### src/rtl/gpio_mux_pkg.sv
package gpio_mux_pkg;

    typedef enum logic [2:0] {
        RS_NONE    = 3'd0,
        RS_RSVD    = 3'd1,
        RS_CNT0    = 3'd2,
        RS_CNT1    = 3'd3,
        RS_HI_RISE = 3'd4,
        RS_LO_RISE = 3'd5,
        RS_HI_FALL = 3'd6,
        RS_LO_FALL = 3'd7
    } res_sel_e;

    typedef struct packed {
        logic     seg;
        logic     dir;
        logic     dout;
        res_sel_e sel;
    } pin_ctrl_t;

    typedef struct packed {
        logic cnt1;
        logic cnt0;
        logic irq_hi;
        logic irq_lo;
    } evt_t;

    localparam int SH_DATA_BIT  = 0;
    localparam int SH_DIR_BIT   = 3;
    localparam int SH_FSEL_BIT  = 7;
    localparam int DED_DIR_BIT  = 7;
    localparam int DED_DATA_BIT = 4;
    localparam logic [7:0] SH_IMPL_MASK  = 8'hFF;
    localparam logic [7:0] DED_IMPL_MASK = 8'h97;
    localparam logic [7:0] SEL_IMPL_MASK = 8'h07;

    function automatic logic [7:0] merge_byte(input logic [7:0] old_v,
                                              input logic [7:0] new_v,
                                              input logic [7:0] mask,
                                              input logic [7:0] impl);
        logic [7:0] en;
        en = mask & impl;
        return (old_v & ~en) | (new_v & en);
    endfunction

    function automatic evt_t route_edge(input res_sel_e sel,
                                        input logic rise, input logic fall);
        evt_t e;
        e = '0;
        case (sel)
            RS_CNT0:    e.cnt0   = rise;
            RS_CNT1:    e.cnt1   = rise;
            RS_HI_RISE: e.irq_hi = rise;
            RS_LO_RISE: e.irq_lo = rise;
            RS_HI_FALL: e.irq_hi = fall;
            RS_LO_FALL: e.irq_lo = fall;
            default:    e = '0;
        endcase
        return e;
    endfunction

endpackage

### src/rtl/gpio_pin_sync.sv
module gpio_pin_sync #(
    parameter int NP = 10
) (
    input  logic          clk,
    input  logic          rst,
    input  logic [NP-1:0] pin_raw,
    output logic [NP-1:0] lvl,
    output logic [NP-1:0] rise,
    output logic [NP-1:0] fall
);
    logic [NP-1:0] meta_q, lvl_q, prev_q;

    always_ff @(posedge clk) begin
        if (rst) begin
            meta_q <= '0;
            lvl_q  <= '0;
            prev_q <= '0;
        end else begin
            meta_q <= pin_raw;
            lvl_q  <= meta_q;
            prev_q <= lvl_q;
        end
    end

    assign lvl  = lvl_q;
    assign rise = lvl_q & ~prev_q;
    assign fall = ~lvl_q & prev_q;

    // an edge pulse never lasts two cycles
    p_edge_single_r9: assert property (@(posedge clk) disable iff (rst)
        ((rise & $past(rise)) == '0) && ((fall & $past(fall)) == '0));
endmodule

### src/rtl/gpio_cfg_regs.sv
module gpio_cfg_regs
    import gpio_mux_pkg::*;
#(
    parameter int NS = 8,
    parameter int ND = 2,
    parameter int AW = 5
) (
    input  logic                  clk,
    input  logic                  rst,
    input  logic                  wr_en,
    input  logic [AW-1:0]         wr_addr,
    input  logic [7:0]            wr_data,
    input  logic [7:0]            wr_mask,
    input  logic [AW-1:0]         rd_addr,
    output logic [7:0]            rd_data,
    input  logic [NS+ND-1:0]      pin_lvl,
    output pin_ctrl_t [NS+ND-1:0] ctrl
);
    localparam int NP      = NS + ND;
    localparam int SEL_BASE = NS + ND;

    logic [7:0] sh_cfg  [NS];
    logic [7:0] sh_sel  [NS];
    logic [7:0] ded_cfg [ND];

    for (genvar i = 0; i < NS; i++) begin : g_shared
        always_ff @(posedge clk) begin
            if (rst) begin
                sh_cfg[i] <= '0;
                sh_sel[i] <= '0;
            end else if (wr_en) begin
                if (wr_addr == AW'(i))
                    sh_cfg[i] <= merge_byte(sh_cfg[i], wr_data, wr_mask, SH_IMPL_MASK);
                if (wr_addr == AW'(SEL_BASE + i))
                    sh_sel[i] <= merge_byte(sh_sel[i], wr_data, wr_mask, SEL_IMPL_MASK);
            end
        end

        assign ctrl[i] = '{seg:  sh_cfg[i][SH_FSEL_BIT],
                           dir:  sh_cfg[i][SH_DIR_BIT],
                           dout: sh_cfg[i][SH_DATA_BIT],
                           sel:  res_sel_e'(sh_sel[i][2:0])};

        // a byte not addressed by a write keeps its value
        p_cfg_hold_r4: assert property (@(posedge clk) disable iff (rst)
            !(wr_en && wr_addr == AW'(i)) |=> $stable(sh_cfg[i]));
    end

    for (genvar j = 0; j < ND; j++) begin : g_dedicated
        always_ff @(posedge clk) begin
            if (rst)
                ded_cfg[j] <= '0;
            else if (wr_en && wr_addr == AW'(NS + j))
                ded_cfg[j] <= merge_byte(ded_cfg[j], wr_data, wr_mask, DED_IMPL_MASK);
        end

        assign ctrl[NS+j] = '{seg:  1'b0,
                              dir:  ded_cfg[j][DED_DIR_BIT],
                              dout: ded_cfg[j][DED_DATA_BIT],
                              sel:  res_sel_e'(ded_cfg[j][2:0])};
    end

    always_comb begin
        rd_data = '0;
        for (int i = 0; i < NS; i++) begin
            if (rd_addr == AW'(i)) begin
                rd_data = sh_cfg[i];
                if (!sh_cfg[i][SH_FSEL_BIT] && !sh_cfg[i][SH_DIR_BIT])
                    rd_data[SH_DATA_BIT] = pin_lvl[i];
            end
            if (rd_addr == AW'(SEL_BASE + i))
                rd_data = sh_sel[i];
        end
        for (int j = 0; j < ND; j++) begin
            if (rd_addr == AW'(NS + j)) begin
                rd_data = ded_cfg[j];
                if (!ded_cfg[j][DED_DIR_BIT])
                    rd_data[DED_DATA_BIT] = pin_lvl[NS+j];
            end
        end
    end

    // unimplemented selector bits never become set
    p_sel_impl_r4: assert property (@(posedge clk) disable iff (rst)
        (sh_sel[0] & ~SEL_IMPL_MASK) == '0);

    logic unused_np;
    assign unused_np = (NP == 0);
endmodule

### src/rtl/gpio_event_router.sv
module gpio_event_router
    import gpio_mux_pkg::*;
#(
    parameter int NP = 10
) (
    input  logic                  clk,
    input  logic                  rst,
    input  pin_ctrl_t [NP-1:0]    ctrl,
    input  logic [NP-1:0]         rise,
    input  logic [NP-1:0]         fall,
    output evt_t                  evt_q
);
    evt_t evt_d;

    always_comb begin
        evt_d = '0;
        for (int i = 0; i < NP; i++) begin
            if (!ctrl[i].seg && !ctrl[i].dir)
                evt_d = evt_t'(evt_d | route_edge(ctrl[i].sel, rise[i], fall[i]));
        end
    end

    always_ff @(posedge clk) begin
        if (rst) evt_q <= '0;
        else     evt_q <= evt_d;
    end

    // every event pulse is backed by an edge seen one cycle earlier
    p_event_has_edge_r9: assert property (@(posedge clk) disable iff (rst)
        (evt_q != '0) |-> $past((rise | fall) != '0));
endmodule

### src/rtl/shared_gpio_mux.sv
module shared_gpio_mux
    import gpio_mux_pkg::*;
#(
    parameter int NS = 8,
    parameter int ND = 2,
    parameter int AW = 5
) (
    input  logic             clk,
    input  logic             rst,
    input  logic [NS+ND-1:0] pin_in,
    output logic [NS+ND-1:0] pin_oe,
    output logic [NS+ND-1:0] pin_out,
    output logic [NS-1:0]    seg_en,
    input  logic             wr_en,
    input  logic [AW-1:0]    wr_addr,
    input  logic [7:0]       wr_data,
    input  logic [7:0]       wr_mask,
    input  logic [AW-1:0]    rd_addr,
    output logic [7:0]       rd_data,
    output logic [1:0]       cnt_tick,
    output logic             irq_hi,
    output logic             irq_lo
);
    localparam int NP = NS + ND;

    pin_ctrl_t [NP-1:0] ctrl;
    logic [NP-1:0] lvl, rise, fall;
    evt_t evt;

    gpio_pin_sync #(.NP(NP)) u_sync (
        .clk(clk), .rst(rst), .pin_raw(pin_in),
        .lvl(lvl), .rise(rise), .fall(fall)
    );

    gpio_cfg_regs #(.NS(NS), .ND(ND), .AW(AW)) u_regs (
        .clk(clk), .rst(rst), .wr_en(wr_en), .wr_addr(wr_addr),
        .wr_data(wr_data), .wr_mask(wr_mask), .rd_addr(rd_addr),
        .rd_data(rd_data), .pin_lvl(lvl), .ctrl(ctrl)
    );

    gpio_event_router #(.NP(NP)) u_router (
        .clk(clk), .rst(rst), .ctrl(ctrl), .rise(rise), .fall(fall),
        .evt_q(evt)
    );

    for (genvar p = 0; p < NP; p++) begin : g_pad
        assign pin_oe[p]  = !ctrl[p].seg && ctrl[p].dir;
        assign pin_out[p] = pin_oe[p] && ctrl[p].dout;
    end

    for (genvar s = 0; s < NS; s++) begin : g_seg
        assign seg_en[s] = ctrl[s].seg;
    end

    assign cnt_tick = {evt.cnt1, evt.cnt0};
    assign irq_hi   = evt.irq_hi;
    assign irq_lo   = evt.irq_lo;

    // a pin handed to segment drive never has its driver enabled
    p_seg_no_oe_r2: assert property (@(posedge clk) disable iff (rst)
        (seg_en & pin_oe[NS-1:0]) == '0);

    // the driven value is low whenever the driver is off
    p_out_gated_r3: assert property (@(posedge clk) disable iff (rst)
        (pin_out & ~pin_oe) == '0);
endmodule

### config.mk
export PLATFORM = sky130hd
export DESIGN_NAME = shared_gpio_mux
export DESIGN_NICKNAME = d
export VERILOG_FILES = /design/src/rtl/gpio_mux_pkg.sv /design/src/rtl/gpio_pin_sync.sv /design/src/rtl/gpio_cfg_regs.sv /design/src/rtl/gpio_event_router.sv /design/src/rtl/shared_gpio_mux.sv
export SDC_FILE = /design/constraint.sdc
export NUM_CORES = 1
export LEC_CHECK = 0
export BUFFER_PORTS_ARGS = -buffer_cell sky130_fd_sc_hd__buf_2
export CORE_ASPECT_RATIO = 0.7
export CORE_MARGIN = 2
export CORE_UTILIZATION = 35
export DETAILED_ROUTE_END_ITERATION = 10
export SLEW_MARGIN = 20
export SYNTH_ARGS = -nofsm -noshare
export SYNTH_HDL_FRONTEND = slang
export SYNTH_HIERARCHICAL = 1
export SYNTH_SLANG_ARGS = --single-unit
### constraint.sdc
create_clock -name clk -period 1.61 [get_ports clk]
set_input_delay 0.161 -clock clk [delete_from_list [all_inputs] [get_ports clk]]
set_output_delay 0.161 -clock clk [all_outputs]
set_load 0.05 [all_outputs]
==> parameters.txt <==
Parameter                              Value

Floorplan
  Starting utilization of the core area ... between 30% and 40%
  Placeable core region ... between 20000 and 25000 µm²
  Total I/O pin count ... 79
  DIE WIDTH ... between 150 and 200 µm
  Die Y ... roughly 130 µm
  Overall die area ... about 23000 µm²
  Row count ... between 40 and 50

Power and ir drop
  Peak ir drop on the vdd network ... 0.698 mV
  Portion of total power attributed to the clock network ... between 40% and 50%
  Sequential fraction of design power ... 42.6%
  Leakage power of the design ... approximately 4.3 nW
  Pwr Density ... around 840 nW/µm²
  Switching power ... between 2 and 2.5 mW
  Power Internal ... around 6.7 mW
  Logic gate share of total power ... between 15 and 20%
  Switching power as a share of total power ... around a quarter

Clocking
  Post-CTS clock slew at the launch and capture registers of the worst setup and hold paths ... about 0.060 ns
  Buffer type at the clock tree root ... clkbuf_16
  Buffer levels on the longest clock path ... 2
  CTS H-tree lvls ... 4
  TritonCTS buffer count ... 17
  TritonCTS clock tree ... done
  Number of clock sinks ... around 130
  Clock network latency to the later pin of the worst-skew pair ... 0.43 ns

Job
  Maximum capacitance violations ... 0

Critical path
  Critical path capture point type ... primary output
  Cell class contributing the biggest share of worst-path delay ... compound AO/OA/AOI/OAI gates
  Required time of the critical path ... between 1 and 1.5 ns
  Standard cell with the maximum stage delay on the critical path ... edfxtp_1
  Launching point of the worst reg2reg path ... u_regs/sh_sel[1][1]$_SDFFCE_PN0P_
  Launching element type of the critical path ... flip-flop
  Worst Setup SP ... u_regs/sh_cfg[0][27]$_SDFFCE_PN0P_
  Buf+Inv Stages, Crit Path ... 3
  CP Max Fanout ... 2
  Longest individual stage delay on the worst path ... between 0.4 and 0.5 ns
  Crit-path cells ... nor2_2, mux2i_1, buf_4, buf_6, a222oi_1, a2111oi_4, o21ai_4, buf_6
  Type of the worst setup path ... reg2out
  Crit-path most repeated cell ... buf_6
  Worst endpoint data arrival time ... 2.18 ns

Yosys
  Yosys warning count ... 6
  Share of flip-flops with an asynchronous set or reset after synthesis ... 0%
  Mapped cell area ... between 7000 and 8000 µm²
  Number of enable-type register cells in the synthesized netlist ... 98
  Cell taking the most area after synthesis ... edfxtp_1
  FF+latch count, synth ... 132
  Post-Syn Instances ... around 780
  Sequential cell area fraction in the yosys report ... between 40 and 50%
  Number of distinct standard cells referenced by the synthesized netlist ... 72
  Yosys top cell area share ... about two fifths
  Most repeated cell in the gate-level netlist after synthesis ... a21oi_1
  Leading cell types by count after synthesis ... a21oi_1 (106), nand2b_1 (100), edfxtp_1 (98), nor2b_1 (49), nand2_1 (43)
  Main area contributors after synthesis ... edfxtp_1 (38%), dfxtp_1 (8.8%), nand2b_1 (8.1%), a21oi_1 (6.9%), nor2b_1 (4.0%)
  Post-Syn Area per Cell ... roughly 9.9 µm²
  Commonest register cell after synthesis ... edfxtp_1

Routing
  Ratio of routed vias to standard cells ... 5.63
  Met3 Wirelength ... about 3700 µm
  1st-pass router iterations ... 7
  Met1 layer wirelength in the final routing ... approximately 14000 µm
  Total number of vias ... approximately 7400
  Met2 routed WL ... between 10000 and 15000 µm
  Remaining antenna violation count ... 0
  Remaining design rule violation count ... 0
  Starting DRT DRC Count ... 954
  Detailed-route wire length per cell ... ~23 µm
  Highest layer used for signal routing ... met4
  Final wirelength ... 29900 µm

Placed design
  Final estimated routing congestion in global placement ... a little over 1
  Count of buffers inserted at the top-level ports ... 78
  HPWL after detailed placement ... about 22000 µm
  Pre-CTS setup slack ... -0.446 ns

STA
  Fmax ... roughly 430 MHz
  Part of the cycle the worst path needs ... 146%
  Endpoints failing setup ... 13
  Fin Hold WS ... around 0.25 ns
  Setup repair after global routing missed its margin ... yes
  Final count of hold timing violations ... 0
  Worst slew margin ... 60.5%
  Accumulated negative setup slack ... -3.35 ns
  Final critical path time including I/O delays and setup ... ~2.3 ns
  Count of final max-slew check failures ... 0
  Slew at the pin closest to its max-slew limit ... 0.592 ns
  Final setup slack of the worst path ... -0.734 ns
  Clock Skews ... roughly 0.014 ns

Global routing
  Largest net degree at the start of global routing ... 21
  Vias in the first global route ... ~7000
  Number of antenna violations at the first check in global routing ... 0
  First-pass GRT wire length ... roughly 44000 µm
  Sum of overflow across all layers after global routing ... 0
  Gr usage total ... a little over a quarter

Outcome
  Violated checks ... setup timing
  Status ... finished, violations left

Layout
  Number of antenna repair diodes ... 0
  Final-stage net count ... between 1000 and 1500
  Area growth, synth to finish ... 40.8%
  Fill cell instance count of the final layout ... approximately 2000
  Fraction of final layout cells sized beyond drive strength 1 ... approximately 38%

Min path
  Worst hold start ... wr_mask[6]
  Path type of the worst min-delay path ... in2reg
-- tightest hold or removal path: cells and delay by family --
family                 cells  cell delay [ns]
buffers and inverters      1             0.17
and+or+nand+nor            1             0.12
AOI/OAI and AO/OA          1             0.06
-- worst paths after layout --
path	end	slack [ns]	cells after the start
min reg2reg	u_sync/lvl[6]$_SDFF_PP0_	0.43	1
max reg2reg	u_router/evt_q[2]$_SDFF_PP0_	-0.10	5
min	u_regs/sh_cfg[0][14]$_SDFFCE_PN0P_	0.25	3
max	rd_data[0]	-0.73	8
-- sequential cells by signal, indices dropped and copies added (netlist names) --
name	count
u_sync/meta_q	10
u_sync/lvl	10
u_router/evt_q	4
u_regs/sh_cfg	64
u_regs/sh_sel	24
u_regs/ded_cfg	10
u_sync/prev_q	10
-- stage by stage --
| step | area [µm²] | std cells | util [%] | total power [mW] |
|---|---|---|---|---|
| global placement | 9610 | 1258 | 44.3 | 5.22 |
| finish | 10900 | 1310 | 50.3 | 9.12 |
| global route | 10900 | 1310 | 50.3 | 9.41 |
| floorplan | 7820 | 783 | - | 4.63 |
| detailed placement | 9610 | 1258 | 44.3 | 5.23 |
| CTS | 10600 | 1304 | 49.1 | 9.08 |
-- power by group through the flow --
stage,clock network [mW],registers (mW),logic (mW)
2_1_floorplan,0,3.93,0.701
3_3_place_gp,0,3.95,1.27
3_5_place_dp,0,3.95,1.28
4_1_cts,3.82,3.88,1.38
5_1_grt,3.98,3.90,1.54
6_report,3.78,3.89,1.46
-- repair_timing --
| item | in CTS | in global routing |
|---|---|---|
| hold endpoints to repair | 10 | 0 |
| resized for setup | 85 | 62 |
| buffers inserted | 9 | 15 |
| pin swaps | 21 | 28 |
| setup endpoints to repair | 20 | 27 |
| hold buffers | 10 | 0 |
-- layout by cell type, fill, tap and decap left out, drive strengths merged, types with 12 or more instances in the layout --
cell	n
dfxtp	34
o21ai	12
buf	260
nand2	43
nand4	17
nor3	13
clkbuf	30
nor2b	73
a21o	14
a21oi	106
nand2b	100
nand3	27
a22oi	19
nor2	30
edfxtp	98
-- metal layers --
metal,track usage (%),up-vias
li1,-,3331
met1,38.9,3548
met2,36.4,451
met3,7.84,46
met4,6.46,0
met5,0,-
-- cells by family after synthesis --
kind of cell	share of synthesized area, %
flip-flops	46.8
AO/OA/AOI/OAI	16.5
buffers and inverters	5.17
AND/OR/NAND/NOR	29.0
other	0.0485
multiplexers	2.51
-- layout make-up --
cell class	count	area [µm²]	share of cell area, %
Timing Repair Buffer	274	2280	20.9
Clock buffer	26	532	4.88
Inverter	4	15.0	0.138
Clock inverter	6	38.8	0.356
Sequential cell	132	3620	33.3
Tap cell	282	353	3.24
Multi-Input combinational cell	586	4050	37.2
Power figures use the tool's default switching activity.
